[config.mk]
export PLATFORM = sky130hd
export DESIGN_NAME = i2c_slave_tx
export DESIGN_NICKNAME = d
export VERILOG_FILES = /design/src/rtl/i2cst_pkg.sv /design/src/rtl/i2cst_sync.sv /design/src/rtl/i2cst_shreg.sv /design/src/rtl/i2c_slave_tx.sv
export SDC_FILE = /design/constraint.sdc
export NUM_CORES = 1
export LEC_CHECK = 0
export ABC_AREA = 1
export BUFFER_PORTS_ARGS = -buffer_cell sky130_fd_sc_hd__buf_2
export CAP_MARGIN = 20
export CORE_UTILIZATION = 50
export CTS_BUF_LIST = sky130_fd_sc_hd__clkbuf_16
export CTS_CLUSTER_SIZE = 12
export DETAILED_ROUTE_END_ITERATION = 16
export PLACE_DENSITY = 0.75
export SLEW_MARGIN = 5
export SYNTH_ARGS = -nofsm -noshare
export SYNTH_HDL_FRONTEND = slang
export SYNTH_SLANG_ARGS = --single-unit
[constraint.sdc]
create_clock -name clk -period 1.75 [get_ports clk]
set_clock_uncertainty 0.2 [all_clocks]
set_input_delay 0.0875 -clock clk [delete_from_list [all_inputs] [get_ports clk]]
set_output_delay 0.0875 -clock clk [all_outputs]
set_load 0.01 [all_outputs]
[src/rtl/i2cst_pkg.sv]
package i2cst_pkg;
  typedef enum logic [2:0] {
    S_IDLE, S_ADDR, S_AACK, S_TXWAIT, S_TXBIT, S_TXACK, S_OFF
  } st_e;

  localparam logic [7:0] EV_NONE      = 8'hF8;
  localparam logic [7:0] EV_RD_ACK    = 8'hA8;
  localparam logic [7:0] EV_ARB_RD    = 8'hB0;
  localparam logic [7:0] EV_DATA_ACK  = 8'hB8;
  localparam logic [7:0] EV_DATA_NACK = 8'hC0;
  localparam logic [7:0] EV_LAST_ACK  = 8'hC8;
  localparam logic [7:0] EV_WR_ACK    = 8'h60;
  localparam logic [7:0] EV_GC_ACK    = 8'h70;
endpackage

[src/rtl/i2cst_sync.sv]
module i2cst_sync #(
  parameter int STAGES = 2
) (
  input  logic clk,
  input  logic rst_n,
  input  logic d,
  output logic q
);
  logic [STAGES-1:0] ff;

  generate
    for (genvar g = 0; g < STAGES; g++) begin : g_stage
      if (g == 0) begin : g_first
        always_ff @(posedge clk or negedge rst_n)
          if (!rst_n) ff[0] <= 1'b1;
          else        ff[0] <= d;
      end else begin : g_next
        always_ff @(posedge clk or negedge rst_n)
          if (!rst_n) ff[g] <= 1'b1;
          else        ff[g] <= ff[g-1];
      end
    end
  endgenerate

  assign q = ff[STAGES-1];
endmodule

[src/rtl/i2cst_shreg.sv]
module i2cst_shreg #(
  parameter int DW = 8
) (
  input  logic          clk,
  input  logic          rst_n,
  input  logic          load,
  input  logic [DW-1:0] ld_val,
  input  logic          shift,
  input  logic          sin,
  output logic [DW-1:0] q
);
  always_ff @(posedge clk or negedge rst_n)
    if (!rst_n)     q <= '0;
    else if (load)  q <= ld_val;
    else if (shift) q <= {q[DW-2:0], sin};
endmodule

[src/rtl/i2c_slave_tx.sv]
module i2c_slave_tx
  import i2cst_pkg::*;
#(
  parameter int DW          = 8,
  parameter int SYNC_STAGES = 2
) (
  input  logic          clk,
  input  logic          rst_n,
  input  logic          scl_i,
  input  logic          sda_i,
  output logic          scl_oe_o,
  output logic          sda_oe_o,
  input  logic [DW-1:0] own_addr_i,
  input  logic          enable_i,
  input  logic          ack_en_i,
  input  logic          arb_lost_i,
  input  logic [DW-1:0] tx_data_i,
  input  logic          tx_valid_i,
  output logic          tx_ready_o,
  input  logic          flag_clr_i,
  output logic          irq_flag_o,
  output logic [7:0]    status_o
);
  localparam int CW = $clog2(DW + 1);
  localparam logic [CW-1:0] LAST_BIT = CW'(DW);

  logic scl_s, sda_s, scl_d, sda_d;
  logic scl_rise, scl_fall, start_det, stop_det;
  st_e  state;
  logic [CW-1:0] bitcnt;
  logic [DW-1:0] sh_q;
  logic flag, sda_oe, rd, gc, arb_pend, m_ack, last;
  logic own_hit, gc_hit, tx_acc, sh_shift, sh_sin;

  i2cst_sync #(.STAGES(SYNC_STAGES)) u_scl_sync (.clk(clk), .rst_n(rst_n), .d(scl_i), .q(scl_s));
  i2cst_sync #(.STAGES(SYNC_STAGES)) u_sda_sync (.clk(clk), .rst_n(rst_n), .d(sda_i), .q(sda_s));

  always_ff @(posedge clk or negedge rst_n)
    if (!rst_n) begin
      scl_d <= 1'b1;
      sda_d <= 1'b1;
    end else begin
      scl_d <= scl_s;
      sda_d <= sda_s;
    end

  assign scl_rise  = scl_s & ~scl_d;
  assign scl_fall  = ~scl_s & scl_d;
  assign start_det = scl_s & scl_d & sda_d & ~sda_s;
  assign stop_det  = scl_s & scl_d & ~sda_d & sda_s;

  assign own_hit = ack_en_i && (sh_q[DW-1:1] == own_addr_i[DW-1:1]);
  assign gc_hit  = ack_en_i && own_addr_i[0] && (sh_q[DW-1:1] == '0) && !sh_q[0];

  assign tx_ready_o = flag && (state == S_TXWAIT);
  assign tx_acc     = tx_valid_i && tx_ready_o;

  assign sh_shift = (state == S_ADDR  && scl_rise) ||
                    (state == S_TXBIT && scl_fall && bitcnt != LAST_BIT);
  assign sh_sin   = (state == S_ADDR) ? sda_s : 1'b1;

  i2cst_shreg #(.DW(DW)) u_shreg (
    .clk(clk), .rst_n(rst_n), .load(tx_acc), .ld_val(tx_data_i),
    .shift(sh_shift), .sin(sh_sin), .q(sh_q)
  );

  always_ff @(posedge clk or negedge rst_n)
    if (!rst_n) begin
      state    <= S_IDLE;
      bitcnt   <= '0;
      flag     <= 1'b0;
      status_o <= EV_NONE;
      sda_oe   <= 1'b0;
      rd       <= 1'b0;
      gc       <= 1'b0;
      arb_pend <= 1'b0;
      m_ack    <= 1'b0;
      last     <= 1'b0;
    end else if (!enable_i) begin
      state    <= S_IDLE;
      bitcnt   <= '0;
      flag     <= 1'b0;
      status_o <= EV_NONE;
      sda_oe   <= 1'b0;
      arb_pend <= 1'b0;
    end else begin
      if (arb_lost_i) arb_pend <= 1'b1;
      if (flag_clr_i || tx_acc) begin
        flag     <= 1'b0;
        status_o <= EV_NONE;
      end
      if (start_det) begin
        state  <= S_ADDR;
        bitcnt <= '0;
        sda_oe <= 1'b0;
      end else if (stop_det) begin
        state  <= S_IDLE;
        sda_oe <= 1'b0;
      end else begin
        case (state)
          S_ADDR: begin
            if (scl_rise) bitcnt <= bitcnt + 1'b1;
            if (scl_fall && bitcnt == LAST_BIT) begin
              if (own_hit || gc_hit) begin
                sda_oe <= 1'b1;
                rd     <= sh_q[0] && !gc_hit;
                gc     <= gc_hit;
                state  <= S_AACK;
              end else begin
                state <= S_OFF;
              end
            end
          end
          S_AACK: if (scl_fall) begin
            sda_oe <= 1'b0;
            flag   <= 1'b1;
            bitcnt <= '0;
            if (rd) begin
              status_o <= arb_pend ? EV_ARB_RD : EV_RD_ACK;
              arb_pend <= 1'b0;
              state    <= S_TXWAIT;
            end else begin
              status_o <= gc ? EV_GC_ACK : EV_WR_ACK;
              state    <= S_OFF;
            end
          end
          S_TXWAIT: if (tx_acc) begin
            sda_oe <= ~tx_data_i[DW-1];
            bitcnt <= '0;
            state  <= S_TXBIT;
          end
          S_TXBIT: begin
            if (scl_rise) bitcnt <= bitcnt + 1'b1;
            if (scl_fall) begin
              if (bitcnt == LAST_BIT) begin
                sda_oe <= 1'b0;
                state  <= S_TXACK;
              end else begin
                sda_oe <= ~sh_q[DW-2];
              end
            end
          end
          S_TXACK: begin
            if (scl_rise) begin
              m_ack <= ~sda_s;
              last  <= ~ack_en_i;
            end
            if (scl_fall) begin
              flag <= 1'b1;
              if (!m_ack) begin
                status_o <= EV_DATA_NACK;
                state    <= S_OFF;
              end else if (last) begin
                status_o <= EV_LAST_ACK;
                state    <= S_OFF;
              end else begin
                status_o <= EV_DATA_ACK;
                state    <= S_TXWAIT;
              end
            end
          end
          default: ;
        endcase
      end
    end

  assign irq_flag_o = flag;
  assign scl_oe_o   = flag;
  assign sda_oe_o   = sda_oe;
endmodule

==> run metrics <==
dpl ws 0.00305 ns; worst rel slew slack 80.3%; most common cell after layout, fill and taps aside nand2_1; DRC Markers 0; crit-path cells nand4_1, nand2_1, nor2_1, nand2_1, nand2_1, nor2_2, nand3_1, nand2_1; CP Capture Type register; slowest CP cell dfstp_2; Clock Power Share a little over a quarter; Antenna Nets Post-Route 0; sw frac 38.6%; DP Wirelength just over 4000 um; GRT Total Usage a little over a quarter; number of synthesized flops with an enable pin 0; most frequent cells in the layout 94 x nand2_1, 42 x inv_1, 36 x nor2_1, 35 x buf_2; Area contributors post-synth dfrtp_1 28%, nand2_1 17%, dfstp_2 13%; Hold Fails Final Rpt 0; crit share post-route 101%; Period minus WS final roughly 1.8 ns; failing checks setup timing; outcome finished with violations; DRT Pass-1 Iters 4; CTS clock-pin slew for the worst setup and hold paths around 0.060 ns; Synth Flop Type dfrtp_1; CP required roughly 1.8 ns; Comb pwr share between 40% and 50%; Lkg Pwr roughly 1.5 nW; Post-Synthesis Cells approximately 320; CP delay by family, top simple AND/OR/NAND/NOR gates; Distinct cells, synth 28; Setup crit start kind register; post-layout util roughly three quarters; Cell Pwr Density 1270 mW/mm2; first-pass GRT wire length around 9000 um; RSZ-0062 raised after global routing true; vias in the first global route about 2200; Crit Path Category reg -> reg; Fmax ~0.57 GHz; Arr. time, crit path between 1.5 and 2 ns; yosys warns 0; sw power roughly 1.5 mW; max-cap violations 0; placed cells between 400 and 500; crit-path max cell delay between 0.5 and 0.6 ns; die area around 0.0047 mm2; CTS root buf clkbuf_16; fin. max-slew vios 0; TritonCTS clock tree done; number of port buffers 36; GR Overflow Total 0; Design Power slightly below 4 mW; Layout Nets 427; io pins 37; setup TNS -0.0118 ns; WL final 5700 um; antenna violations before repair 0; Initial Util 53.8%; Die X a little under 70 um; largest net degree at the start of global routing 37; cell mode on critical path nand2_1; post-synthesis instance area ~0.0022 mm2; clk sinks 36; Crit Path Max Fanout 4; endpoints failing setup 1; cell internal pwr roughly 2.4 mW; vias per std cell about 5.2; non-filler cells, final 451; Initial DRC Count about 150; GP Congestion ~0.92; sequential fraction of the synthesis area slightly above 40%; Clk Latency, worst-skew pair 0.28 ns; #FFs+latches synth 36; worst supply voltage drop on vdd between 0.6 and 0.7 mV; worst hold path type in -> reg; Synth area leader dfrtp_1; cts bufs inserted 5; Reg power frac about a third; CP bufs+invs 0; H-tree levels 2; post-synth top area share ~28%; Post-synth ARST share 100%; Mapped Nets 350; setup ws final -0.0118 ns; row count 23; Worst-Margin Slew 0.295 ns; die height roughly 69 um; area of the core 0.00412 mm2; via count about 2300; CTS Buffer Depth 2; Diodes inserted 0; share of cells above drive strength 1 ~30%; WL/cell roughly 13 um; Area Overhead vs Synth 37.6%; syn avg cell area ~7 um2
layer usage:
metal / GRT usage (%) / routed length (um)
met5: 0 / 0
met4: 7.03 / 94
met3: 6.74 / 370
met2: 47.4 / 2800
met1: 32.0 / 2430
final cells by class:
cell class              instances  area, um2
flip-flops and latches         36        917
clock inverters                 3       46.3
clock buffers                   5        125
repair buffers                 75        546
well taps                      50       62.6
inverters                      47        180
fillers                       339       1070
multi-input cells             235       1170
worst paths after layout:
| path | start | end | slack, ns | cells after the start |
|---|---|---|---|---|
| max | u_scl_sync.q | state[2] | -0.01 | 8 |
| min | tx_valid_i | u_shreg.q[0] | 0.02 | 5 |
| max reg2reg | u_scl_sync.q | state[2] | -0.01 | 8 |
| min reg2reg | u_sda_sync.ff[0] | u_sda_sync.q | 0.15 | 0 |
| max in group asynchronous | rst_n | scl_d | 1.00 | 3 |
| min in group asynchronous | rst_n | arb_pend | 0.09 | 3 |
power by group through the flow:
stage | Clock, mW | Combinational, mW | Sequential, mW
2_1_floorplan | 0 | 1.01 | 1.21
3_3_place_gp | 0 | 1.40 | 1.23
3_5_place_dp | 0 | 1.42 | 1.23
4_1_cts | 1.05 | 1.46 | 1.22
5_1_grt | 1.09 | 1.82 | 1.26
6_report | 1.04 | 1.61 | 1.22
timing repair:
| item | 4_1_cts | 5_1_grt |
|---|---|---|
| setup endpoints to repair | 3 | 25 |
| pin swaps | 0 | 11 |
| hold buffers | 13 | 0 |
| buffers inserted | 0 | 7 |
| hold endpoints to repair | 51 | 0 |
| gates resized for setup | 2 | 33 |
logic make-up (layout without fill, tap and decap cells):
group           Yosys count  after routing  synth area share [%]
fa+ha+maj                 2              2                  1.13
xor+xnor                  2              2                 0.792
buf+inv                  52            130                  9.33
flops                    36             36                  41.3
compound gates           43             43                  12.0
simple gates            188            188                  35.4
state kept, by name, summed over array words and instances, names as in the netlist, 3 cells and up:
register	cells
u_shreg.q	8
state	3
bitcnt	4
status_o	8
synth_stat cells, types with 2 or more instances:
master and n:
nand2_1 102, nor2_1 46, inv_1 45, dfrtp_1 25, nand3_1 23, o21ai_0 19, a21oi_1 12, dfstp_2 11
nor3_1 4, o21ai_1 4, buf_2 3, nand3_2 3, nand4_1 3, buf_4 2, ha_1 2, inv_2 2
nand2_2 2, nor2_2 2, nor4_1 2, o211ai_1 2, xnor2_1 2
per-stage QoR:
stage	instance area, um2	hold WS, ns
after floorplan	2210	-0.408
after global placement	2590	-0.134
after detailed placement	2590	-0.136
after CTS	2900	0.0235
after global routing	3040	0.0460
final	3040	0.0185
worst reg2reg max path, delay by kind of cell (launching register included):
family,cells,cell delay [ns]
flip-flops,1,0.56
AND/OR/NAND/NOR,8,0.95
Power figures use the tool's default switching activity.
